[src/rtl/sched_pkg.sv]
package sched_pkg;
    parameter int NSLOT     = 4;
    parameter int SLOT_W    = $clog2(NSLOT);
    parameter int NUNIT     = 4;
    parameter int UNIT_W    = $clog2(NUNIT);
    parameter int TAG_W     = 8;
    parameter logic [NUNIT-1:0] LS_MASK = 4'b1000;
    parameter int SHIFT_W   = 4;
    parameter int MAX_SHIFT = 8;
    localparam int CNT_W    = MAX_SHIFT;

    typedef struct packed {
        logic              vld;
        logic [UNIT_W-1:0] unit;
        logic [TAG_W-1:0]  tag;
    } op_t;

    function automatic logic [CNT_W-1:0] interval_last(input logic [SHIFT_W-1:0] sh);
        logic [SHIFT_W-1:0] s;
        logic [CNT_W:0]     span;
        s    = (sh > SHIFT_W'(MAX_SHIFT)) ? SHIFT_W'(MAX_SHIFT) : sh;
        span = (CNT_W+1)'(1) << s;
        return CNT_W'(span - (CNT_W+1)'(1));
    endfunction
endpackage

[src/rtl/sched_rotor.sv]
module sched_rotor
    import sched_pkg::*;
(
    input  logic               clk,
    input  logic               rst,
    input  logic               explicit_mode,
    input  logic [SHIFT_W-1:0] rot_shift,
    input  logic [NSLOT-1:0]   chg_pri,
    output logic [SLOT_W-1:0]  top_slot
);
    logic [SLOT_W-1:0] top_q;
    logic [CNT_W-1:0]  cnt_q;
    logic [CNT_W-1:0]  last;
    logic              expired;
    logic              rot_now;

    always_comb begin
        last    = interval_last(rot_shift);
        expired = (cnt_q >= last);
        rot_now = explicit_mode ? chg_pri[top_q] : expired;
    end

    always_ff @(posedge clk) begin
        if (rst) begin
            top_q <= '0;
            cnt_q <= '0;
        end else begin
            if (rot_now)
                top_q <= SLOT_W'((int'(top_q) + 1) % NSLOT);
            if (explicit_mode || expired)
                cnt_q <= '0;
            else
                cnt_q <= cnt_q + 1'b1;
        end
    end

    assign top_slot = top_q;
endmodule

[src/rtl/sched_arb.sv]
module sched_arb
    import sched_pkg::*;
(
    input  logic [NSLOT-1:0]  req,
    input  logic [SLOT_W-1:0] top,
    input  logic              blocked,
    output logic [NSLOT-1:0]  gnt
);
    always_comb begin
        logic              found;
        logic [SLOT_W-1:0] idx;
        gnt   = '0;
        found = blocked;
        for (int k = 0; k < NSLOT; k++) begin
            idx = SLOT_W'((int'(top) + k) % NSLOT);
            if (!found && req[idx]) begin
                gnt[idx] = 1'b1;
                found    = 1'b1;
            end
        end
    end
endmodule

[src/rtl/sched_standby.sv]
module sched_standby
    import sched_pkg::*;
(
    input  logic clk,
    input  logic rst,
    input  logic load,
    input  op_t  load_op,
    input  logic drain,
    output op_t  held
);
    always_ff @(posedge clk) begin
        if (rst)
            held <= '0;
        else if (load)
            held <= load_op;
        else if (drain)
            held.vld <= 1'b0;
    end
endmodule

[src/rtl/sched_issue.sv]
module sched_issue
    import sched_pkg::*;
(
    input  logic                             clk,
    input  logic                             rst,
    input  logic                             explicit_mode,
    input  logic [SHIFT_W-1:0]               rot_shift,
    input  logic [NSLOT-1:0]                 chg_pri,
    input  logic [NSLOT-1:0]                 req_valid,
    input  logic [NSLOT-1:0][UNIT_W-1:0]     req_unit,
    input  logic [NSLOT-1:0][TAG_W-1:0]      req_tag,
    output logic [NSLOT-1:0]                 dec_take,
    output logic [NSLOT-1:0]                 standby_full,
    output logic [NUNIT-1:0]                 iss_valid,
    output logic [NUNIT-1:0][SLOT_W-1:0]     iss_slot,
    output logic [NUNIT-1:0][TAG_W-1:0]      iss_tag,
    output logic [SLOT_W-1:0]                top_slot
);
    op_t                          held [NSLOT];
    op_t                          new_op [NSLOT];
    logic [NSLOT-1:0]             new_ok, held_gnt, new_gnt, sb_load, sb_drain;
    logic [NUNIT-1:0][NSLOT-1:0]  req_m, gnt_m;
    logic [NUNIT-1:0]             busy_q;

    sched_rotor u_rotor (
        .clk           (clk),
        .rst           (rst),
        .explicit_mode (explicit_mode),
        .rot_shift     (rot_shift),
        .chg_pri       (chg_pri),
        .top_slot      (top_slot)
    );

    // candidate building: held entry plus an eligible new request per slot
    always_comb begin
        req_m = '0;
        for (int s = 0; s < NSLOT; s++) begin
            new_op[s] = '{vld: req_valid[s], unit: req_unit[s], tag: req_tag[s]};
            new_ok[s] = req_valid[s] && !(held[s].vld && held[s].unit == req_unit[s]);
            if (held[s].vld)
                req_m[held[s].unit][s] = 1'b1;
            if (new_ok[s])
                req_m[req_unit[s]][s] = 1'b1;
        end
    end

    for (genvar u = 0; u < NUNIT; u++) begin : g_unit
        sched_arb u_arb (
            .req     (req_m[u]),
            .top     (top_slot),
            .blocked (busy_q[u]),
            .gnt     (gnt_m[u])
        );
    end

    always_comb begin
        for (int s = 0; s < NSLOT; s++) begin
            held_gnt[s]     = held[s].vld && gnt_m[held[s].unit][s];
            new_gnt[s]      = new_ok[s] && gnt_m[req_unit[s]][s];
            sb_drain[s]     = held_gnt[s];
            sb_load[s]      = new_ok[s] && !new_gnt[s] && (!held[s].vld || held_gnt[s]);
            dec_take[s]     = new_gnt[s] || sb_load[s];
            standby_full[s] = held[s].vld;
        end
    end

    for (genvar s = 0; s < NSLOT; s++) begin : g_slot
        sched_standby u_sb (
            .clk     (clk),
            .rst     (rst),
            .load    (sb_load[s]),
            .load_op (new_op[s]),
            .drain   (sb_drain[s]),
            .held    (held[s])
        );
    end

    always_comb begin
        for (int u = 0; u < NUNIT; u++) begin
            iss_valid[u] = |gnt_m[u];
            iss_slot[u]  = '0;
            iss_tag[u]   = '0;
            for (int s = 0; s < NSLOT; s++) begin
                if (gnt_m[u][s]) begin
                    iss_slot[u] = SLOT_W'(s);
                    iss_tag[u]  = (held[s].vld && held[s].unit == UNIT_W'(u)) ?
                                  held[s].tag : req_tag[s];
                end
            end
        end
    end

    always_ff @(posedge clk) begin
        if (rst)
            busy_q <= '0;
        else
            busy_q <= iss_valid & LS_MASK;
    end
endmodule

[config.mk]
export PLATFORM = sky130hd
export DESIGN_NAME = sched_issue
export DESIGN_NICKNAME = d
export VERILOG_FILES = /design/src/rtl/sched_pkg.sv /design/src/rtl/sched_rotor.sv /design/src/rtl/sched_arb.sv /design/src/rtl/sched_standby.sv /design/src/rtl/sched_issue.sv
export SDC_FILE = /design/constraint.sdc
export NUM_CORES = 1
export LEC_CHECK = 0
export BUFFER_PORTS_ARGS = -buffer_cell sky130_fd_sc_hd__buf_2
export CAP_MARGIN = 20
export CORE_ASPECT_RATIO = 1.1
export CORE_MARGIN = 5
export CORE_UTILIZATION = 60
export CTS_BUF_LIST = sky130_fd_sc_hd__clkbuf_16
export DETAILED_ROUTE_END_ITERATION = 6
export MAX_ROUTING_LAYER = met4
export PLACE_DENSITY_LB_ADDON = 0.25
export RECOVER_POWER = 50
export REMOVE_ABC_BUFFERS = 1
export SLEW_MARGIN = 15
export SYNTH_ARGS = -nofsm -noshare
export SYNTH_HDL_FRONTEND = slang
export SYNTH_SLANG_ARGS = --single-unit
[constraint.sdc]
create_clock -name clk -period 10.92 [get_ports clk]
set_input_delay 0.546 -clock clk [delete_from_list [all_inputs] [get_ports clk]]
set_output_delay 0.546 -clock clk [all_outputs]
set_load 0.03 [all_outputs]
# Yosys cells after proc, flatten, opt, wreduce, memory -nomap -nowiden
# Index checks and enable logic that the tools add are counted.
[totals]
wordCells = 365
inputBits = 55
regBits = 58
[classes]
magnitude_cmp = 26
eq_ne = 16
mux = 164
shifts = 1
n_reduce_logical = 118
bitwise_logic = 19
addsub = 5
[op_table]
columns = ["operator", "n"]
rows = [
  ["two-way mux 8 bit", 32],
  ["two-way mux 16 bit", 8],
  ["OR 16 bit", 7],
  ["two-way mux 4 bit", 21],
  ["logical AND 1 bit", 68],
  ["binary-select mux 4 bit (select 2 bit)", 8],
  ["demux 4 bit (select 2 bit)", 8],
  ["two-way mux 1 bit", 50],
  ["OR 4 bit", 12],
  ["less-than comparator 2 x 3 -> 1 bit, second input constant", 12],
  ["binary-select mux 1 bit (select 2 bit)", 17],
  ["zero test 1 bit", 28],
  ["greater-or-equal comparator 2 x 1 -> 1 bit, second input constant", 12],
  ["two-way mux 2 bit", 12],
  ["equality test 2 bit, second input constant", 8],
  ["OR reduction 4 bit", 4],
  ["two-way mux 3 bit", 4],
  ["logical OR 1 bit", 9],
  ["adder 8 x 1 -> 8 bit, second input constant", 1],
  ["demux 1 bit (select 2 bit)", 4],
  ["equality test 2 x 1 -> 1 bit, second input constant", 4],
  ["equality test 2 bit", 4],
  ["greater-or-equal comparator 8 bit", 1],
  ["zero test 2 bit", 4],
  ["7 further kinds", 11],
]

# Logic depth before layout (Yosys ltp)
# Gate-level depths: netlist (run 1).
[logic_depth]
ltp_word = 39
depth_mapped = 16

# Modules after synthesis
# From an unflattened synthesis (run 1), not the netlist that was laid out.
[hier_totals]
cells_unflattened = 763
hier_area_um2 = 6683.9
[modules_own_cells]
columns = ["module", "instances", "area_each_um2", "cells_each", "seq_area_each_um2"]
rows = [
  ["sched_issue", 1, 2999.1, 388, 20.0],
  ["sched_standby", 4, 386.6, 36, 220.2],
  ["sched_arb at g_unit[0].u_arb ...", 3, 342.8, 36, 0.0],
  ["sched_rotor", 1, 732.0, 81, 200.2],
  ["sched_arb at g_unit[3].u_arb", 1, 377.9, 42, 0.0],
]

# Worst setup path after synthesis (run 1)
# No wires, ideal clock.
[synth_path]
path_kind = "reg2out"
from = "register u_rotor.top_q[0] (netlist: u_rotor.top_slot[0])"
to = "output dec_take[0]"
path_stages_with_launch = 14
path_slack_ns = 6.256
arrival_ns = 4.118
cell_sequence = "dfxtp_1 buf_2 inv_1 clkbuf_1 ha_1 clkbuf_1 nand2b_1 or3_1 and4_1 nor4b_2 a22oi_1 a311o_1 o311a_1 a21boi_0"
[synth_between]
elab_chain_len = 20
elab_cells_between_ends = 134
[synth_lines]
columns = ["item", "line_no", "text"]
rows = [
  ["start, declared", "sched_rotor.sv:11", "logic [SLOT_W-1:0] top_q;"],
  ["start signal, assigned", "sched_rotor.sv:29", "top_q <= SLOT_W'((int'(top_q) + 1) % NSLOT);"],
  ["branches (longest 19 deep; another with less-than comparator 2 x 3 -> 1 bit)", "--", ""],
  ["logical OR 1 bit (*)", "sched_issue.sv:62", "dec_take[s] = new_gnt[s] || sb_load[s];"],
  ["end, declared", "sched_issue.sv:12", "output logic [NSLOT-1:0] dec_take,"],
]
# Every way passes the cells marked *. The select of a mux whose other input is x is not followed.

==> impl.org, run 1 <==
** Run status
- Result of the run :: complete, but fails checks
- The checks that failed: capacitance limit, slew limit.

** Floorplan
- Y dimension of the die :: 124 um
- The die covers between 10000 and 15000 sq um.
- In this run the core area contains 41 standard-cell rows.
- For this configuration, the core starts out at a cell density of 0.616.
- During I/O placement, the number of pins put on the boundary was 109.
- Width of the die :: around 110 um
- The total area inside the core boundary comes to between 10000 and 15000 sq um.

** GRT
- Antenna violations before repair :: 0
- The global routing stage identified its most utilized layer as met2.
- For this run, global-route usage on met2 was measured as 0.556.
- In the global route stage, overall resource usage came out at 0.352.
- For this run, global-route usage on met1 was measured as 0.413.
- The first global-routing pass estimated 38200 um of wire.
- For this run the aggregate overflow at the end of global routing stands at 0.
- Number of global-route vias before repair :: 7234
- Maximum number of pins on one net before global-route repair :: 69
- Met3 Resource Use GR :: 0.0534

** Placed design
- Count of input and output buffers :: around 110
- After legalization and detailed placement, the total HPWL measured ~18000 um.
- The number of placed instances, taps included, is 1118.
- Post-DP Area :: roughly 7500 sq um
- Routability-driven placement finished with a final weighted congestion of about 1.1.
- Before CTS, the worst setup slack after placement is roughly 5000 ps.

** Timing
- Endpoints failing hold :: 0
- Setup total negative slack on the finished layout was measured at 0 ps.
- Unrepaired setup endpoints after global routing :: no
- Relative slew margins :: -0.834
- Subtracting the final worst setup slack from the clock period gives 7280 ps.
- Period Utilization, post-route :: 0.667
- For the final database, setup skew stands at 8.19 ps.
- Setup violations remaining at the end of the flow were counted as 0.
- Number of max-slew violations in the final report :: 23
- F_max :: 0.137 GHz
- Setup slack on the critical path of the routed design comes to 3640 ps.
- Transition time at the pin with the least slew margin :: 2730 ps

** Yosys
- After synthesis, the cell types taking the most area are sky130_fd_sc_hd__mux2i_1 18%, sky130_fd_sc_hd__dfxtp_1 15%, sky130_fd_sc_hd__nand2_1 5.7%, sky130_fd_sc_hd__nand2b_1 4.2%, sky130_fd_sc_hd__nor2_1 4.1%.
- Seq/Total Area, Yosys :: 0.155
- Counting flops and latches in the post-synthesis netlist gives 55.
- After synthesis the cells add up to 7100 sq um.
- In this run, synthesis inferred 0 flip-flops with an integrated enable.
- Gate count of the mapped netlist :: ~930
- The average instance in the mapped netlist occupies between 7 and 8 sq um.
- Post-synthesis cell type with the largest combined area :: sky130_fd_sc_hd__mux2i_1
- In the synthesized netlist the async set-or-reset flop fraction comes to 0.
- Number of distinct library cell variants in the gate-level netlist after synthesis :: 80
- Yosys printed 0 warnings.
- Proportion of netlist area held by the largest area contributor :: 0.180
- In the synthesized netlist the dominant register cell turns out to be sky130_fd_sc_hd__dfxtp_1.

** Layout
- Count of antenna diodes in the layout :: 0
- Share of layout cells above drive strength 1 :: 0.147
- Leaving out fill and tap cells, the most frequent cell in the layout is sky130_fd_sc_hd__mux2i_1.
- For this run, the number of standard cells in the final layout without fillers is ~1100.
- Summing all non-filler instances in the final layout gives an area of 7570 sq um.
- Final core utilization :: 0.656
- Area growth syn-to-layout :: 6.53%
- The library cells used most frequently in the layout, excluding fill and tap cells, are 128 x sky130_fd_sc_hd__mux2i_1, 108 x sky130_fd_sc_hd__nand2_1, 91 x sky130_fd_sc_hd__buf_2, 77 x sky130_fd_sc_hd__nor2_1, 55 x sky130_fd_sc_hd__dfxtp_1.
- In the final design database the tool counted approximately 1000 nets.

** Clock tree
- The clock passes through at most 2 buffers.
- Number of resized instances in the post-cts repair step :: 0
- Clock tree from TritonCTS :: built
- # hold bufs at CTS :: 0
- CTS H-Tree Depth :: 2
- CTS root buffer :: sky130_fd_sc_hd__clkbuf_16
- For this design, the sink count on the clock tree is 55.
- Clock latency at the later pin of the worst-skew pair :: 310 ps
- Number of buffers added by the clock tree synthesis step :: 5
- Post-CTS Setup Bufs :: 0
- Clock-pin slew was measured on the worst setup and hold paths at 80 ps.

** Worst setup path
- Data on the critical path is required at its endpoint by a little over 10000 ps.
- Broken down by cell family, the worst path's largest delay share belongs to compound AO/OA/AOI/OAI gates.
- STA classifies the critical path startpoint as a flip-flop.
- Max FO, Critical Path :: 22
- Worst Path Buf+Inv :: 2
- For the worst setup path, the data arrival time is 6740 ps.
- The critical path is of the reg2out type.
- The largest single stage delay on the critical path is 2080 ps.
- The slowest stage of the critical path belongs to the cell sky130_fd_sc_hd__a21boi_0.
- STA classifies the critical path endpoint as an output pin.
- The signal on the critical path passes through clkinv_1, ha_1, nand2b_1, nor3_1, nor4_1, nor2_1, a21boi_0, nand3_1, o221ai_1, buf_2.

** Power and ir drop
- Pwr dens :: 185 nW/um^2
- Of the total power, the share spent switching nets is 0.555.
- Worst IR Drop VDD :: 0.000121 V
- The share of total power dissipated in the clock network is 0.121.
- Combinational fraction of design power :: 0.683
- Internal power comes to about 0.62 mW.
- NetSw :: 0.778 mW
- For this design the static power due to leakage is 3.58 nW.
- Fraction of power consumed by sequential logic :: 0.196

** Worst hold path
- Hold/Removal Path Class :: reg2reg

** Drt
- The pre-antenna-repair detailed-routing pass consisted of 6 iterations.
- The detailed router finished its first iteration with 839 violations.
- Number of nets with antenna violations after routing :: 0
- Wires add up to 24700 um.
- Average wire length per cell after detail routing :: 21.9 um
- In the routed design, unresolved DRC markers number 0.
- In the routed layout, each cell is associated on average with a via count of about 6.9.
- Number of vias in the routed layout :: 7814

** Job
- Max Cap Viol :: 1
## cell usage after synthesis (10+ instances only)
master	n
sky130_fd_sc_hd__buf_4	15
sky130_fd_sc_hd__nor3_1	11
sky130_fd_sc_hd__o211ai_1	10
sky130_fd_sc_hd__clkbuf_1	32
sky130_fd_sc_hd__o22ai_1	15
sky130_fd_sc_hd__nand3b_1	13
sky130_fd_sc_hd__o21ai_0	20
sky130_fd_sc_hd__buf_2	25
sky130_fd_sc_hd__and2_1	16
sky130_fd_sc_hd__a21oi_1	53
sky130_fd_sc_hd__inv_1	23
sky130_fd_sc_hd__nand2b_1	48
sky130_fd_sc_hd__nand2_1	108
sky130_fd_sc_hd__o22a_1	12
sky130_fd_sc_hd__xnor2_1	13
sky130_fd_sc_hd__nor2_1	77
sky130_fd_sc_hd__mux2i_1	128
sky130_fd_sc_hd__dfxtp_1	55
sky130_fd_sc_hd__ha_1	18
sky130_fd_sc_hd__a211oi_1	12
sky130_fd_sc_hd__o221ai_1	22
sky130_fd_sc_hd__nand3_1	27
## cell families (layout without fill, tap and decap cells)
kind of cell,count (synthesis),after routing,share of synthesized area
compound gates,225,225,0.231
xor+xnor,16,16,0.0197
fa+ha+maj,18,18,0.0317
buf+inv,106,151,0.0748
flops,55,55,0.155
mux,143,143,0.214
simple gates,369,369,0.274
## cell type report
cell class / instances / area [sq um]
Clock inverter: 3 / 20.0
Sequential cell: 55 / 1100
Tap cell: 150 / 188
Fill cell: 1089 / 3970
Timing Repair Buffer: 119 / 591
Multi-Input combinational cell: 771 / 5450
Clock buffer: 5 / 125
Inverter: 24 / 90.1
## power groups by stage
stage | Clock [mW] | Combinational (mW) | Sequential, mW
2_1_floorplan | 0 | 0.652 | 0.274
3_3_place_gp | 0 | 0.939 | 0.276
3_5_place_dp | 0 | 0.944 | 0.277
4_1_cts | 0.172 | 0.947 | 0.272
5_1_grt | 0.178 | 1.01 | 0.279
6_report | 0.169 | 0.958 | 0.275
## worst register-to-register path, delay by kind of cell, from the launching register on
family                   cells  cell delay [ps]
multiplexers                 2              720
buffers and inverters        1              550
AO/OA/AOI/OAI                2             2190
AND/OR/NAND/NOR              5             1650
adder cells (fa/ha/maj)      1              810
flip-flops                   1              750
## path summary, 6_finish.rpt
| path | startpoint | endpoint | slack (ps) | depth (start not counted) |
|---|---|---|---|---|
| min reg2reg | u_rotor.cnt_q[0]$_SDFF_PP0_ | u_rotor.cnt_q[0]$_SDFF_PP0_ | 470 | 1 |
| min | u_rotor.cnt_q[0]$_SDFF_PP0_ | u_rotor.cnt_q[0]$_SDFF_PP0_ | 470 | 1 |
| max reg2reg | u_rotor.top_slot[1]$_SDFFE_PP0P_ | g_slot[3].u_sb.held[1]$_SDFFE_PP0P_ | 4120 | 11 |
| max | u_rotor.top_slot[1]$_SDFFE_PP0P_ | iss_tag[22] | 3640 | 10 |
## registers in the layout, indices dropped and copies added, names as in the netlist
signal	flops
g_slot.u_sb.held	44
u_rotor.cnt_q	8
u_rotor.top_slot	2
busy_q	1
## stage by stage
stage                     hold slack [ps]  total power [mW]
after global routing                  521              1.47
after detailed placement              459              1.22
after CTS                             476              1.39
after floorplan                       430             0.926
final                                 472              1.40
after global placement                446              1.22
## metal layers
metal	wire length, um	vias to the layer above
li1	-	3524
met1	9320	3578
met2	11100	573
met3	2450	139
met4	1800	0
met5	0	-
Power figures use the tool's default switching activity.
==> inputs of run 2 (changes only) <==
--- a/config.mk
+++ b/config.mk
@@ -9,7 +9,7 @@
 export CAP_MARGIN = 20
 export CORE_ASPECT_RATIO = 1.1
 export CORE_MARGIN = 5
-export CORE_UTILIZATION = 60
+export CORE_UTILIZATION = 59
 export CTS_BUF_LIST = sky130_fd_sc_hd__clkbuf_16
 export DETAILED_ROUTE_END_ITERATION = 6
 export MAX_ROUTING_LAYER = met4
==> constraint.sdc (replaced) <==
create_clock -name clk -period 6.8 [get_ports clk]
set_input_delay 0.34 -clock clk [delete_from_list [all_inputs] [get_ports clk]]
set_output_delay 0.34 -clock clk [all_outputs]
set_load 0.03 [all_outputs]
==> run 2 against run 1 <==
  * The run still ends with capacitance limit, slew limit left
  * Wire length about the same
  * Total power up 61%
  * Worst hold slack worse by 160 ps
  * Die area up 1.6%
  * Flip-flop and latch count unchanged
  * Sequential power up 60%
  * Design area up 0.36%
  * Largest power group unchanged
  * Highest routed layer unchanged
==> impl.org, run 2 (synthesis gave the netlist of run 1 again) <==
** Worst setup path
- At the worst endpoint, the required time is between 6000 and 7000 ps.
- The worst setup path is launched from a flip-flop.
- STA classifies the critical path endpoint as an output pin.
- Data arrival time at the worst-slack endpoint :: between 5000 and 6000 ps
- Along the worst path, the maximum fanout reaches 18.
- Critical setup path kind :: reg2out

** Clock tree
- Post-CTS Setup Bufs :: 0
- Register clock-pin slew on the reported worst setup and hold paths :: 80 ps
- The clock passes through at most 2 buffers.
- CTS H-Tree Depth :: 2
- Hold repair after CTS inserted 0 buffers.
- The root buffer cell chosen for the clock tree is sky130_fd_sc_hd__clkbuf_16.
- The number of clock buffers added by TritonCTS is 5.
- Clock latency on the worst-skew pair, taken at its later pin, is 310 ps.
- The number of gates resized after CTS was 0.
- CTS saw 55 sinks.
- TritonCTS built the clock tree.

** Layout
- The number of antenna diodes in the final layout is 0.
- Area taken by multi-input logic gates :: 5460 sq um
- After filler insertion, the fill cell instance count of the layout stands at 1148.
- Area growth syn-to-layout :: 6.92%
- Max reg flops :: 44
- Share of layout cells above drive strength 1 :: 0.152
- Ranked by flip-flop count, first place goes to g_slot.u_sb.held.
- Storage cell area :: around 1100 sq um
- The library cell used most frequently in the layout, excluding fill and tap cells, is sky130_fd_sc_hd__mux2i_1.
- The final layout contains 1052 nets.
- Highest-count cells in the layout ignoring fill and taps :: 128 x sky130_fd_sc_hd__mux2i_1, 108 x sky130_fd_sc_hd__nand2_1, 93 x sky130_fd_sc_hd__buf_2, 77 x sky130_fd_sc_hd__nor2_1, 55 x sky130_fd_sc_hd__dfxtp_1

** Run status
- Result of the run :: complete, but fails checks
- Violated checks :: capacitance limit, slew limit

** Timing
- Setup repair after global routing left no endpoint under its margin.
- Number of max-slew violations in the final report :: 14
- Endpoints failing hold :: 0
- Derived from the worst setup path, the maximum achievable clock frequency is about 0.16 GHz.
- Clock period minus final worst setup slack :: 6130 ps
- The clock arrives with about 8.5 ps of skew.
- Setup total negative slack on the finished layout was measured at 0 ps.
- Relative slew margins :: -0.0972
- Transition time at the pin with the least slew margin :: between 1500 and 2000 ps
- Setup violations remaining at the end of the flow were counted as 0.
- Period Utilization, post-route :: 0.901

** Worst hold path
- The tightest min-delay check is of the in2reg type.

** Floorplan
- The floorplan has 42 rows.
- For this design the top-level I/O count stands at 109.
- Initial core utilization :: 0.596
- Width of the die :: 115 um
- Std-Cell Core Area :: between 10000 and 15000 sq um
- The die covers 14300 sq um.
- Y dimension of the die :: ~130 um

** GRT
- Maximum number of pins on one net before global-route repair :: 69
- Overflow left after global routing :: 0
- The number of global-route vias before repair was approximately 7000.
- The number of antenna violations at the first check in global routing is 0.
- For this run, the total global-route usage over all layers was measured as 0.342.
- First-pass GRT wire length :: roughly 38000 um

** Power and ir drop
- Summed over all cells, the static leakage comes to 3.61 nW.
- Overall power consumption after layout is estimated at 2.26 mW.
- Dividing total power by cell area gives a power density of around 300 nW/um^2.
- Worst IR Drop VDD :: 0.000229 V

** Drt
- The first routing iteration left approximately 880 violations.
- Wires add up to 24700 um.
- Average vias per placed instance :: 6.75
- Dividing the detail-routed wire length by the instance count gives between 20 and 25 um.
- Number of vias in the routed layout :: 7659
- First drt pass iteration count :: 7
- Number of nets with antenna violations after routing :: 0
- Post-detailed-route DRC marker count :: 0

** Placed design
- RD Place Congestion :: 1.01
- The wire-length estimate of the detail-placed layout is around 17000 um.
- The count of buffers added on input and output ports is 108.

** Job
- Max Cap Viol :: 1
==> run 2: changes by cell type in the layout (fill, tap and decap cells not counted), sizes merged <==
| cell | delta |
|---|---|
| inv | +1 |
| clkbuf | -1 |
| buf | +4 |
| clkinv | -1 |
==> run 2: worst paths after layout <==
path                                                        from                             endpoint  slack, ps  depth (start not counted)
worst min register to register       u_rotor.cnt_q[0]$_SDFF_PP0_          u_rotor.cnt_q[0]$_SDFF_PP0_        470                          1
worst max register to register  u_rotor.top_slot[1]$_SDFFE_PP0P_  g_slot[3].u_sb.held[1]$_SDFFE_PP0P_       1210                         11
worst max-delay path            u_rotor.top_slot[1]$_SDFFE_PP0P_                           iss_tag[6]        670                         10
worst min-delay path                                 req_tag[28]  g_slot[3].u_sb.held[4]$_SDFFE_PP0P_        310                          3
==> run 2: layer usage <==
| metal | routed length [um] | vias to the layer above | track usage |
|---|---|---|---|
| li1 | - | 3529 | - |
| met1 | 9660 | 3486 | 0.422 |
| met2 | 11000 | 525 | 0.525 |
| met3 | 2650 | 119 | 0.0633 |
| met4 | 1390 | 0 | 0.182 |
| met5 | 0 | - | - |
==> run 2: area by class of cell <==
cell class | instances | share of cell area
Timing Repair Buffer | 122 | 0.0805
Clock inverter | 3 | 0.00214
Clock buffer | 5 | 0.0165
Multi-Input combinational cell | 771 | 0.719
Tap cell | 154 | 0.0254
Inverter | 24 | 0.0119
Sequential cell | 55 | 0.145
==> run 2: metrics by stage <==
step	instances	utilization	hold WS, ps	cell area (sq um)	worst slack [ps]
final	1134	0.637	313	7600	672
after global placement	1126	0.630	448	7510	1620
after detailed placement	1126	0.630	458	7510	1510
after global routing	1134	0.637	340	7600	300
after CTS	1134	0.641	321	7650	1170
after floorplan	850	-	409	6660	1350
==> run 2: power by group <==
group          switching [mW]  total [mW]  internal (mW)
Sequential             0.0738       0.439          0.365
Combinational            1.04        1.55          0.505
Clock                   0.140       0.276          0.136
==> run 2: worst max-delay path: stages, from the launching register on <==
cell	delay, ps
sky130_fd_sc_hd__dfxtp_1	730
sky130_fd_sc_hd__clkinv_1	510
sky130_fd_sc_hd__ha_1	780
sky130_fd_sc_hd__nor2_1	220
sky130_fd_sc_hd__a22oi_1	510
sky130_fd_sc_hd__a21oi_2	150
sky130_fd_sc_hd__a22o_1	200
sky130_fd_sc_hd__a21oi_1	1250
sky130_fd_sc_hd__nand4b_1	520
sky130_fd_sc_hd__o221ai_1	340
sky130_fd_sc_hd__buf_2	260
